`src/rtl/stby_pkg.sv`:
```
package stby_pkg;

  typedef struct packed {
    logic obuf;
    logic ibuf;
  } buf_pair_t;

  // Frozen standby decode: output only when enabled and driven,
  // input only when not enabled and driven, nothing when drive is 0.
  function automatic buf_pair_t standby_pair(input logic oe, input logic drv);
    buf_pair_t r;
    r.obuf = oe & drv;
    r.ibuf = ~oe & drv;
    return r;
  endfunction

  // Normal operation: input buffer listens whenever the output is idle.
  function automatic buf_pair_t run_pair(input logic oe);
    buf_pair_t r;
    r.obuf = oe;
    r.ibuf = ~oe;
    return r;
  endfunction

endpackage

```
`src/rtl/stby_drive_reg.sv`:
```
module stby_drive_reg #(
  parameter int PINS = 8
) (
  input  logic            clk,
  input  logic            rst_n,
  input  logic            wr_en,
  input  logic [PINS-1:0] wr_data,
  output logic [PINS-1:0] drv_q
);

  localparam logic [PINS-1:0] RESET_VAL = '1;

  always_ff @(posedge clk) begin
    if (!rst_n)     drv_q <= RESET_VAL;
    else if (wr_en) drv_q <= wr_data;
  end

  assert_reset_value_R1: assert property (@(posedge clk) disable iff (!rst_n)
    $rose(rst_n) |-> drv_q == RESET_VAL);

  assert_write_lands_R2: assert property (@(posedge clk) disable iff (!rst_n)
    wr_en |=> drv_q == $past(wr_data));

endmodule

```
`src/rtl/stby_mode_ctrl.sv`:
```
module stby_mode_ctrl (
  input  logic clk,
  input  logic rst_n,
  input  logic hot_rst_n,
  input  logic halt_stb,
  input  logic wake,
  output logic stby_q,
  output logic enter_evt,
  output logic exit_evt,
  output logic stby_act
);

  assign enter_evt = !stby_q && halt_stb && !wake && hot_rst_n;
  assign exit_evt  = stby_q && wake;
  assign stby_act  = stby_q && !wake;

  always_ff @(posedge clk) begin
    if (!rst_n)          stby_q <= 1'b0;
    else if (!hot_rst_n) stby_q <= 1'b0;
    else if (enter_evt)  stby_q <= 1'b1;
    else if (exit_evt)   stby_q <= 1'b0;
  end

  assert_wake_exits_R7: assert property (@(posedge clk) disable iff (!rst_n)
    (stby_q && wake) |=> !stby_q);

  assert_stby_persists_R8: assert property (@(posedge clk) disable iff (!rst_n)
    (stby_q && !wake && hot_rst_n) |=> stby_q);

  assert_halt_wake_clash_R8: assert property (@(posedge clk) disable iff (!rst_n)
    (!stby_q && wake) |=> !stby_q);

endmodule

```
`src/rtl/stby_buf_freeze.sv`:
```
module stby_buf_freeze
  import stby_pkg::*;
#(
  parameter int PINS = 8
) (
  input  logic            clk,
  input  logic            rst_n,
  input  logic            hot_rst_n,
  input  logic            capture,
  input  logic            stby_act,
  input  logic [PINS-1:0] oe_in,
  input  logic [PINS-1:0] drv,
  output logic [PINS-1:0] obuf,
  output logic [PINS-1:0] ibuf
);

  logic [PINS-1:0] frz_o;
  logic [PINS-1:0] frz_i;

  for (genvar p = 0; p < PINS; p++) begin : g_pin
    buf_pair_t nxt_frz;
    buf_pair_t live;

    assign nxt_frz = standby_pair(oe_in[p], drv[p]);
    assign live    = run_pair(oe_in[p]);

    always_ff @(posedge clk) begin
      if (!rst_n || !hot_rst_n) begin
        frz_o[p] <= 1'b0;
        frz_i[p] <= 1'b0;
      end else if (capture) begin
        frz_o[p] <= nxt_frz.obuf;
        frz_i[p] <= nxt_frz.ibuf;
      end
    end

    assign obuf[p] = stby_act ? frz_o[p] : live.obuf;
    assign ibuf[p] = stby_act ? frz_i[p] : live.ibuf;
  end

  assert_no_dual_drive_R10: assert property (@(posedge clk) disable iff (!rst_n)
    (obuf & ibuf) == '0);

  assert_frozen_hold_R6: assert property (@(posedge clk) disable iff (!rst_n)
    (stby_act && $past(stby_act)) |-> ($stable(obuf) && $stable(ibuf)));

  assert_capture_table_R4: assert property (@(posedge clk) disable iff (!rst_n)
    capture |=> (!stby_act ||
                 (obuf == $past(oe_in & drv) && ibuf == $past(~oe_in & drv))));

endmodule

```
`src/rtl/stby_pin_buf_ctrl.sv`:
```
module stby_pin_buf_ctrl #(
  parameter int PINS = 8
) (
  input  logic            clk,
  input  logic            rst_n,
  input  logic            hot_rst_n,
  input  logic            wr_en,
  input  logic [PINS-1:0] wr_data,
  output logic [PINS-1:0] rd_data,
  input  logic [PINS-1:0] oe_in,
  input  logic            halt_stb,
  input  logic            wake,
  output logic [PINS-1:0] out_buf_en,
  output logic [PINS-1:0] in_buf_en
);

  logic [PINS-1:0] drv_q;
  logic            stby_q;
  logic            enter_evt;
  logic            exit_evt;
  logic            stby_act;

  stby_drive_reg #(.PINS(PINS)) u_drive (
    .clk     (clk),
    .rst_n   (rst_n),
    .wr_en   (wr_en),
    .wr_data (wr_data),
    .drv_q   (drv_q)
  );

  stby_mode_ctrl u_mode (
    .clk       (clk),
    .rst_n     (rst_n),
    .hot_rst_n (hot_rst_n),
    .halt_stb  (halt_stb),
    .wake      (wake),
    .stby_q    (stby_q),
    .enter_evt (enter_evt),
    .exit_evt  (exit_evt),
    .stby_act  (stby_act)
  );

  stby_buf_freeze #(.PINS(PINS)) u_freeze (
    .clk       (clk),
    .rst_n     (rst_n),
    .hot_rst_n (hot_rst_n),
    .capture   (enter_evt),
    .stby_act  (stby_act),
    .oe_in     (oe_in),
    .drv       (drv_q),
    .obuf      (out_buf_en),
    .ibuf      (in_buf_en)
  );

  assign rd_data = drv_q;

  assert_run_follows_oe_R3: assert property (@(posedge clk) disable iff (!rst_n)
    !stby_q |-> (out_buf_en == oe_in && in_buf_en == ~oe_in));

  assert_wake_same_cycle_R7: assert property (@(posedge clk) disable iff (!rst_n)
    wake |-> (out_buf_en == oe_in && in_buf_en == ~oe_in));

  assert_hot_keeps_drive_R9: assert property (@(posedge clk) disable iff (!rst_n)
    (!hot_rst_n && !wr_en) |=> $stable(rd_data));

  assert_hot_leaves_stby_R9: assert property (@(posedge clk) disable iff (!rst_n)
    !hot_rst_n |=> !stby_q);

endmodule

```
`config.mk`:
```
export PLATFORM = sky130hd
export DESIGN_NAME = stby_pin_buf_ctrl
export DESIGN_NICKNAME = d
export VERILOG_FILES = /design/src/rtl/stby_pkg.sv /design/src/rtl/stby_drive_reg.sv /design/src/rtl/stby_mode_ctrl.sv /design/src/rtl/stby_buf_freeze.sv /design/src/rtl/stby_pin_buf_ctrl.sv
export SDC_FILE = /design/constraint.sdc
export NUM_CORES = 1
export LEC_CHECK = 0
export ABC_AREA = 1
export BUFFER_PORTS_ARGS = -buffer_cell sky130_fd_sc_hd__buf_2
export CORE_MARGIN = 2
export CORE_UTILIZATION = 44
export CTS_CLUSTER_DIAMETER = 40
export DETAILED_ROUTE_END_ITERATION = 8
export GPL_TIMING_DRIVEN = 0
export PLACE_DENSITY = 0.75
export SLEW_MARGIN = 25
export SYNTH_ARGS = -nofsm -noshare
export SYNTH_HDL_FRONTEND = slang
export SYNTH_SLANG_ARGS = --single-unit
```
`constraint.sdc`:
```
create_clock -name clk -period 1 [get_ports clk]
set_input_delay 0.25 -clock clk [delete_from_list [all_inputs] [get_ports clk]]
set_output_delay 0.25 -clock clk [all_outputs]
set_load 0.01 [all_outputs]
```
# Word level (Yosys, flattened, before mapping)
# Cells that the tools add are included.
# totals
in_bits	22
wordCells	72
register_bits	25
output_inout_bits	24
# op_classes
n_reduce_logical	12
bitwise	24
muxes	18
# ops
op	count
2-to-1 mux 1 bit	18
bitwise AND 1 bit	16
inverter 1 bit	8
logical AND 1 bit	5
logical NOT 1 bit	4
AND reduction 2 bit	1
nonzero test 2 bit	1
logical OR 1 bit	1

# Depth between registers and ports, before layout
# Gate-level depths: netlist (run 1).
# logic_depth
depth_word	5
mapped_depth	6
ltp_nobuf	6

# By module
# Synthesis (run 1) repeated with hierarchy kept, for this count alone.
# hier_totals
hier_cells	161
area_unflattened_um2	1236.2
# modules_own_cells
module	cells_per_inst	seq_area_each_um2	area_each_um2	instances
stby_buf_freeze	113	320.3	885.8	1
stby_drive_reg	35	160.2	280.3	1
stby_mode_ctrl	13	20.0	70.1	1

# Worst setup path after synthesis (run 1)
# No wires, ideal clock.
# synth_timing
path_kind	reg2out
startpoint	register u_mode.stby_q
endpoint	output out_buf_en[3]
path_stages_with_launch	6
arrival_ps	890
setup_slack_ps	-140
required_time_ps	750
cell_sequence	dfxtp_1 -> inv_2 -> nor2_4 -> buf_6 -> nor2_1 -> a21oi_1
# synth_between
elab_chain_len	2
# synth_rtl
item	line	text
from (decl)	stby_mode_ctrl.sv:7	output logic stby_q,
from (signal assigned)	stby_mode_ctrl.sv:18	if (!rst_n) stby_q <= 1'b0;
from (signal assigned)	stby_mode_ctrl.sv:19	else if (!hot_rst_n) stby_q <= 1'b0;
from (signal assigned)	stby_mode_ctrl.sv:20	else if (enter_evt) stby_q <= 1'b1;
logical AND 1 bit	stby_mode_ctrl.sv:15	assign stby_act = stby_q && !wake;
2-to-1 mux 1 bit	stby_buf_freeze.sv:37	assign obuf[p] = stby_act ? frz_o[p] : live.obuf;
to (decl)	stby_pin_buf_ctrl.sv:13	output logic [PINS-1:0] out_buf_en,
# Every way passes these cells.

# Worst setup path after layout (run 1)
# layout_timing
startpoint	register u_mode.stby_q
endpoint	output out_buf_en[0]
# Same word-level chain as after synthesis.

==> results of run 1 <==
==> cell type report <==
class,instances,area [sq um]
fill,225,790
timing repair buffer,60,435
tap,31,38.8
buffer,10,105
inverter,19,71.3
sequential,25,512
multi-input combinational,141,803
clock buffer,4,26.3
==> placed cells by master (no fill, tap or decap), types with 3 or more instances in the layout <==
master,instances
clkbuf_4,3
a21oi_1,10
o21ai_1,7
inv_2,4
nor2_1,21
dfxtp_1,16
a21oi_2,4
nand2_2,11
nand3_2,11
buf_4,12
nand2_1,55
nand3_1,6
o21ai_2,6
buf_6,17
nor2_4,4
inv_1,15
dfxtp_2,9
buf_8,4
buf_2,35
==> logic make-up (layout without fill, tap and decap cells) <==
| family | Yosys count | in the layout | synth area share |
|---|---|---|---|
| DFF | 25 | 25 | 0.388 |
| and+or+nand+nor | 110 | 111 | 0.357 |
| buffers and inverters | 29 | 93 | 0.125 |
| AOI/OAI and AO/OA | 30 | 30 | 0.131 |
==> path summary, 6_finish.rpt <==
| check | startpoint | end | cells past startpoint |
|---|---|---|---|
| worst max-delay path | u_mode.stby_q$_SDFFE_PN0P_ | out_buf_en[0] | 7 |
| worst min-delay path | wr_data[7] | u_drive.drv_q[7]$_SDFFE_PN1P_ | 3 |
| worst max register to register | u_mode.stby_q$_SDFFE_PN0P_ | u_freeze.frz_i[7]$_SDFFE_PN0P_ | 8 |
| worst min register to register | u_freeze.frz_o[6]$_SDFFE_PN0P_ | u_freeze.frz_o[6]$_SDFFE_PN0P_ | 2 |
==> flip-flops by register name (all words and copies together) (netlist names) <==
signal / count
u_freeze.frz_o: 8
u_mode.stby_q: 1
u_drive.drv_q: 8
u_freeze.frz_i: 8
==> power groups by stage <==
stage	Sequential, mW	Clock (mW)	Combinational [mW]
after CTS	1.06	0.467	0.505
final	1.06	0.473	0.580
after global placement	1.09	0	0.394
after floorplan	1.09	0	0.243
after detailed placement	1.09	0	0.400
after global routing	1.07	0.498	0.629
==> per-layer routing <==
| layer | vias up | track usage | wire length, um |
|---|---|---|---|
| li1 | 744 | - | - |
| met5 | - | 0 | 0 |
| met3 | 6 | 0.0290 | 171 |
| met4 | 0 | 0.0897 | 59 |
| met2 | 33 | 0.375 | 1920 |
| met1 | 688 | 0.278 | 1600 |
==> per-stage QoR <==
step / util / cell area (sq um) / hold WS [ns] / worst slack [ns]
finish: 0.716 / 1990 / 0.113 / -0.617
CTS: 0.656 / 1820 / 0.121 / -0.567
global placement: 0.573 / 1590 / 0.457 / -0.252
floorplan: - / 1330 / 0.372 / -0.0573
detailed placement: 0.573 / 1590 / 0.461 / -0.258
global route: 0.716 / 1990 / 0.125 / -0.688
==> worst min-delay path: stages <==
cell and delay [ns]:
buf_2 0.07, nand2_1 0.04, nand3_1 0.06
==> timing repair <==
item                                    in CTS  in global routing
endpoints found under the setup margin      35                 41
cloned                                       2                  1
pin swaps                                    4                 10
buffers inserted                            11                  3
gates resized for setup                     29                 29
==> flow_summary.yaml, run 1 <==
placed_design:
  place_hpwl_um: 2280
  gp_congestion: 0.810
  numPortBuffers: 44
  place_inst: 269
clocking:
  h-tree-depth: 1
  cts_tree: "yes"
  clock-root-buffer: "clkbuf_4"
  clk_path_buf_depth: 2
  cts_buffers: 3
  clock-sinks: 25
  hold_buffers: 0
  clk_pin_slew_ns: 0.14
  clk_latency_ns: 0.33
synth:
  synthesis.area_sq_mm: 0.00129
  syn_inst: 194
  netlist_top_cells_count: "nand2_1, dfxtp_1, nor2_1"
  synth_seq_cells: 25
  ys_seq_area_frac: 0.388
  synthTopCellsByArea: "dfxtp_1, nand2_1, nand3_1"
  yosysUniqueCellTypes: 17
  dominantRegCellSynth: "dfxtp_1"
  avgSynthCellArea_sq_um: 6.66
  synth_top_area_frac: 0.388
  yosysWarnings: 0
  syn_nets: 216
  synth-edff-count: 0
  yosysMostFrequentCell: "nand2_1"
  synthArstFlopShare: 0
  synth_top_cell_by_area: "dfxtp_1"
finish:
  layout.cells.non_filler: 290
  drive_above_1_share: 0.483
  n_antenna_cell: 0
  nets: 282
  syn_to_final_growth_pct: 54.3
timing:
  worstMarginPinSlew_ns: 0.395
  finalWorstSetupSlack_ns: -0.617
  slew-limit-headroom: 0.737
  rsz0062_at_grt: "true"
  period_needed_ns: 1.62
  fmax_mhz: 618
  drv_slew: 0
  final_hold_viol_count: 0
  final.setup.tns_ns: -12.75
  finalClockSkew_ns: 0.00253
  post-route-period-util: 1.62
  final-setup-viol-count: 41
pwr:
  pwr-share-comb: 0.274
  switching_share: 0.304
  ir_drop_mv: 0.897
  p_total_mw: 2.12
  internal_power_mw: 1.47
  p_leak_nw: 0.927
  seqPwrFrac: 0.503
  power_density_mw_per_mm2: 1060
  p_clk_frac: 0.223
  p_switching_mw: 0.644
critical_path:
  crit_chain: "inv_2, nor2_4, buf_8, inv_2, nand2_1, nand2_1, buf_2"
  cp.arrival_ns: 1.37
  cpPeakStageDelay_ns: 0.36
  cp-end-kind: "primary output"
  critPathMaxFanout: 10
  crit_slowest_cell: "dfxtp_2"
  critical_path.top_delay_family: "buffers and inverters"
  ff2ff_setup_slack_ns: -0.27
  crit_buf_inv: 4
  setup.worst_path.start_class: "flip-flop"
  cp.required_ns: 0.75
  path_class: "reg -> out"
status:
  violations: "setup timing"
  status: "finished, violations left"
routing:
  drt_iter0_markers: 33
  via_per_inst: 5.07
  detail_route.wl_per_cell_um: 12.9
  route.detailed.drc: 0
  drt_first_pass_iters: 4
  antenna_left: 0
  wl_um: 3750
  num_vias: 1471
floorplan:
  die_w_um: 58.2
  ios: 46
  rows: 19
  die_area_sq_mm: 0.00338
  die_h_um: 58.2
  start_util: 0.464
  fp.coreArea_sq_mm: 0.00278
global_route:
  grt_max_degree: 14
  grt_overflow_total: 0
  grt_pass1_vias: 1268
  grt_pass1_wl_um: 5710
  grt_usage: 0.220
  antenna_found_initial: 0
job:
  max_cap_viol_count: 0
hold_path:
  hp-class: "in -> reg"
(Power assumes the default switching activity.)
==> run 2: changes to the inputs <==
--- a/config.mk
+++ b/config.mk
@@ -11,7 +11,6 @@
 export CORE_UTILIZATION = 44
 export CTS_CLUSTER_DIAMETER = 40
 export DETAILED_ROUTE_END_ITERATION = 8
-export GPL_TIMING_DRIVEN = 0
 export PLACE_DENSITY = 0.75
 export SLEW_MARGIN = 25
 export SYNTH_ARGS = -nofsm -noshare
==> run 2 against run 1 <==
Effect of this change:
- total power is 0.45% lower
- sequential power is essentially flat
- highest routed layer unchanged
- the flow still finishes with violations (setup timing)
- critical endpoint is now out_buf_en[1]
- combinational power hardly changed
==> flow_summary.yaml, run 2 (same netlist as run 1, synthesis figures left out) <==
status:
  status: "finished, violations left"
  violations: "setup timing"
finish:
  postLayoutCoreUtil: 0.721
  design_area_sq_mm: 0.00201
  layout_common_cells: "nand2_1, buf_2, nor2_1"
  nFillCells: 234
  syn_to_final_growth_pct: 55.3
  nets: 284
  reg_top3: "u_drive.drv_q (8), u_freeze.frz_i (8), u_freeze.frz_o (8)"
  final_common_cell: "nand2_1"
  drive_above_1_share: 0.479
  n_antenna_cell: 0
timing:
  final_hold_viol_count: 0
  finalWorstSetupSlack_ns: -0.581
  finalClockSkew_ns: 0.00505
  drv_slew: 0
  period_needed_ns: 1.58
  worstMarginPinSlew_ns: 0.290
  slew-limit-headroom: 0.807
  post-route-period-util: 1.58
  rsz0062_at_grt: "true"
  fmax_mhz: 632
  final-setup-viol-count: 41
critical_path:
  cp.arrival_ns: 1.33
  setup.worst_path.start_class: "flip-flop"
  cp.required_ns: 0.75
  path_class: "reg -> out"
  r2r-end: "u_freeze.frz_o[7]$_SDFFE_PN0P_"
  critPathMaxFanout: 25
  ff2ff_setup_slack_ns: -0.42
  reg2regPathDepth: 9
  cp-end-kind: "primary output"
  r2r_start: "u_mode.stby_q$_SDFFE_PN0P_"
hold_path:
  hp-class: "in -> reg"
  whs_path_depth: 3
  hp-start: "wr_data[7]"
  whs_endpoint: "u_drive.drv_q[7]$_SDFFE_PN1P_"
placed_design:
  gp_congestion: 0.742
  placed_cell_area_sq_mm: 0.00164
  place_hpwl_um: 2130
  numPortBuffers: 45
clocking:
  h-tree-depth: 1
  cts_tree: "yes"
  clock-sinks: 25
  clk_pin_slew_ns: 0.14
  clk_latency_ns: 0.32
  cts_buffers: 3
  clk_path_buf_depth: 2
  hold_buffers: 0
  clock-root-buffer: "clkbuf_4"
floorplan:
  die_h_um: 58.2
  fp.coreArea_sq_mm: 0.00278
  start_util: 0.464
  die_area_sq_mm: 0.00338
  die_w_um: 58.2
  ios: 46
  rows: 19
routing:
  met1Wirelength_um: 1450
  antenna_left: 0
  via_per_inst: 5.00
  drt_iter0_markers: 23
  route.met3.wl_um: 228
  wl_met2_um: 1760
  wl_um: 3460
  route.detailed.drc: 0
  drt_first_pass_iters: 4
  num_vias: 1461
  routed.top_layer: "met4"
  detail_route.wl_per_cell_um: 11.8
pwr:
  p_leak_nw: 0.952
  power_density_mw_per_mm2: 1050
  p_total_mw: 2.11
  ir_drop_mv: 0.868
job:
  max_cap_viol_count: 0
global_route:
  grt_usage: 0.207
  grt_pass1_wl_um: 5430
  grt_pass1_vias: 1279
  antenna_found_initial: 0
  grt_overflow_total: 0
  grt_max_degree: 26
-- run 2: changes by cell type in the layout (fill, tap and decap cells not counted), moves of 5 or more --
cell     before  now
nand2_1      55   61
nand2_2      11    5
a21oi_2       4   11
buf_6        17   11
a21oi_1      10    2
buf_4        12   17
nand3_2      11    6
nand3_1       6   12
-- run 2: layout make-up --
class                      count  area (sq um)  share of cell area
multi-input combinational    141           776               0.387
sequential                    25           512               0.255
clock buffer                   4          26.3              0.0131
inverter                      19          71.3              0.0356
timing repair buffer          72           582               0.290
tap                           31          38.8              0.0193
-- run 2: how the worst max path moves through the flow --
stage	startpoint	endpoint	slack, ns
after floorplan	u_mode.stby_q$_SDFFE_PN0P_	in_buf_en[3]	-0.06
after global placement	wake	in_buf_en[3]	-0.23
after detailed placement	wake	in_buf_en[3]	-0.24
after CTS	u_mode.stby_q$_SDFFE_PN0P_	in_buf_en[3]	-0.57
after global routing	u_mode.stby_q$_SDFFE_PN0P_	out_buf_en[1]	-0.65
final	u_mode.stby_q$_SDFFE_PN0P_	out_buf_en[1]	-0.58
-- run 2: metal layers --
metal	global-route usage	up-vias
met5	0	-
met4	0.0598	0
met3	0.0446	6
met2	0.369	42
met1	0.248	667
li1	-	746
-- run 2: what timing repair did --
| action | 4_1_cts | 5_1_grt |
|---|---|---|
| pin swaps | 4 | 17 |
| resized for setup | 23 | 20 |
| endpoints found under the setup margin | 41 | 41 |
| cloned | 1 | 3 |
| buffers inserted | 9 | 2 |
-- run 2: power breakdown --
part | leakage [nW] | switching (mW) | internal, mW
registers | 0.203 | 0.0268 | 1.04
logic | 0.734 | 0.290 | 0.287
clock network | 0.0150 | 0.308 | 0.156
total | 0.952 | 0.625 | 1.48
-- run 2: through the flow --
| stage | setup TNS [ns] | hold slack (ns) | setup WS, ns | instances |
|---|---|---|---|---|
| after global placement | -4.32 | 0.459 | -0.229 | 273 |
| after global routing | -17.70 | 0.127 | -0.649 | 292 |
| final | -14.96 | 0.124 | -0.581 | 292 |
| after CTS | -11.36 | 0.125 | -0.566 | 287 |
| after detailed placement | -4.68 | 0.460 | -0.235 | 273 |
| after floorplan | -0.487 | 0.372 | -0.0573 | 194 |
-- run 2: critical path: stages, from the launching register on --
cell and delay, ns:
dfxtp_2 0.37, inv_2 0.04, nor2_4 0.10, buf_12 0.18, nand2_1 0.06, o21ai_1 0.10, buf_2 0.16
==> run 3: changes to the inputs <==
--- a/config.mk
+++ b/config.mk
@@ -6,12 +6,14 @@
 export NUM_CORES = 1
 export LEC_CHECK = 0
 export ABC_AREA = 1
+export ABC_CLOCK_PERIOD_IN_PS = 1000
 export BUFFER_PORTS_ARGS = -buffer_cell sky130_fd_sc_hd__buf_2
 export CORE_MARGIN = 2
 export CORE_UTILIZATION = 44
 export CTS_CLUSTER_DIAMETER = 40
 export DETAILED_ROUTE_END_ITERATION = 8
 export PLACE_DENSITY = 0.75
+export REMOVE_ABC_BUFFERS = 1
 export SLEW_MARGIN = 25
 export SYNTH_ARGS = -nofsm -noshare
 export SYNTH_HDL_FRONTEND = slang
==> run 3 against run 2 <==
Effect of this change:
- the run still ends with setup timing left
- largest power group unchanged
- register-to-register slack is essentially flat
- critical path depth did not move
- clock power about the same
- via count is 0.48% lower
- maximum frequency about the same
- clock skew shrank 0.0028 ns
- highest routed layer unchanged
==> flow_summary.yaml, run 3 (same netlist as run 1, synthesis figures left out) <==
finish:
  final_common_cell: "nand2_1"
  n_antenna_cell: 0
  layout_common_cells: "nand2_1, buf_2, nor2_1"
  drive_above_1_share: 0.489
  nets: 287
  reg_top3: "u_drive.drv_q (8), u_freeze.frz_i (8), u_freeze.frz_o (8)"
  syn_to_final_growth_pct: 57.2
  postLayoutCoreUtil: 0.730
critical_path:
  cp.required_ns: 0.75
  cp-end-kind: "primary output"
  cp.arrival_ns: 1.33
  crit_buf_inv: 3
  critPathMaxFanout: 13
  cpPeakStageDelay_ns: 0.36
  crit_slowest_cell: "dfxtp_2"
  setup.worst_path.start_class: "flip-flop"
  critical_path.top_delay_family: "flip-flops"
  path_class: "reg -> out"
  crit_chain: "inv_2, nor2_4, buf_12, nor2_2, o21bai_1, buf_2"
timing:
  drv_slew: 0
  rsz0062_at_grt: "true"
  slew-limit-headroom: 0.783
  final-setup-viol-count: 41
  final_hold_viol_count: 0
  fmax_mhz: 633
  post-route-period-util: 1.58
  finalClockSkew_ns: 0.00230
  final.setup.tns_ns: -14.98
  finalWorstSetupSlack_ns: -0.580
  period_needed_ns: 1.58
  worstMarginPinSlew_ns: 0.325
placed_design:
  place_hpwl_um: 2130
  gp_congestion: 0.729
  numPortBuffers: 45
  post-place-ws_ns: -0.268
clocking:
  clk_latency_ns: 0.33
  clock-root-buffer: "clkbuf_4"
  cts_tree: "yes"
  clock-sinks: 25
  cts_buffers: 3
  clk_pin_slew_ns: 0.13
  clk_path_buf_depth: 2
  h-tree-depth: 1
floorplan:
  die_area_sq_mm: 0.00338
  rows: 19
  fp.coreArea_sq_mm: 0.00278
  die_w_um: 58.2
  ios: 46
  die_h_um: 58.2
  start_util: 0.464
global_route:
  grt_usage: 0.219
  grt_overflow_total: 0
  grt_pass1_vias: 1357
  antenna_found_initial: 0
  grt_pass1_wl_um: 5700
  grt_max_degree: 17
routing:
  drt_first_pass_iters: 4
  wl_um: 3480
  antenna_left: 0
  num_vias: 1454
  route.detailed.drc: 0
  drt_iter0_markers: 55
  detail_route.wl_per_cell_um: 11.8
  via_per_inst: 4.93
pwr:
  p_leak_nw: 0.955
  ir_drop_mv: 0.908
  power_density_mw_per_mm2: 1040
status:
  violations: "setup timing"
  status: "finished, violations left"
hold_path:
  hp-class: "in -> reg"
job:
  max_cap_viol_count: 0
[run 3: cell count changes in the layout (fill, tap and decap cells not counted), sizes merged]
cell and change:
buf +5, clkbuf -2
[run 3: report_power, final]
part | internal [mW] | total [mW] | switching [mW] | leakage [nW]
combinational | 0.291 | 0.583 | 0.292 | 0.737
sequential | 1.04 | 1.07 | 0.0274 | 0.203
clock | 0.157 | 0.465 | 0.308 | 0.0150
total | 1.49 | 2.11 | 0.628 | 0.955
[run 3: final timing paths]
kind / startpoint / end / slack, ns / cells past startpoint
hold reg to reg: u_freeze.frz_i[5]$_SDFFE_PN0P_ / u_freeze.frz_i[5]$_SDFFE_PN0P_ / 0.49 / 2
setup / recovery: u_mode.stby_q$_SDFFE_PN0P_ / in_buf_en[3] / -0.58 / 6
hold / removal: wr_data[1] / u_drive.drv_q[1]$_SDFFE_PN1P_ / 0.12 / 3
setup reg to reg: u_mode.stby_q$_SDFFE_PN0P_ / u_freeze.frz_i[7]$_SDFFE_PN0P_ / -0.42 / 9
[run 3: per-layer routing]
layer  share of wire  wire length [um]  GRT usage
met5               0                 0          0
met4           0.018                61     0.0764
met3           0.049               171     0.0491
met2            0.51              1760      0.383
met1            0.43              1480      0.263
[run 3: final cells by class]
type | instances | area, sq um
Clock buffer | 4 | 26.3
Sequential cell | 25 | 512
Timing Repair Buffer | 75 | 608
Fill cell | 231 | 752
Multi-Input combinational cell | 141 | 773
Tap cell | 31 | 38.8
Inverter | 19 | 71.3
[run 3: through the flow]
stage | hold WS [ns] | total power, mW | std cells | cell area [sq um]
floorplan | 0.334 | 1.29 | 184 | 1200
global placement | 0.461 | 1.49 | 273 | 1610
detailed placement | 0.463 | 1.49 | 273 | 1610
CTS | 0.123 | 2.08 | 290 | 1930
global route | 0.105 | 2.24 | 295 | 2030
finish | 0.118 | 2.11 | 295 | 2030
[run 3: what timing repair did]
item                                    in CTS  in global routing
endpoints found under the setup margin      41                 41
gates resized for setup                     44                 24
gates cloned                                 2                  1
pin swaps                                   17                 21
hold buffers                                 0                  0
buffers inserted                            12                 12
[run 3: tightest hold or removal path, delay by kind of cell]
family	cells	cell delay, ns
AND/OR/NAND/NOR	2	0.10
buffers and inverters	1	0.07
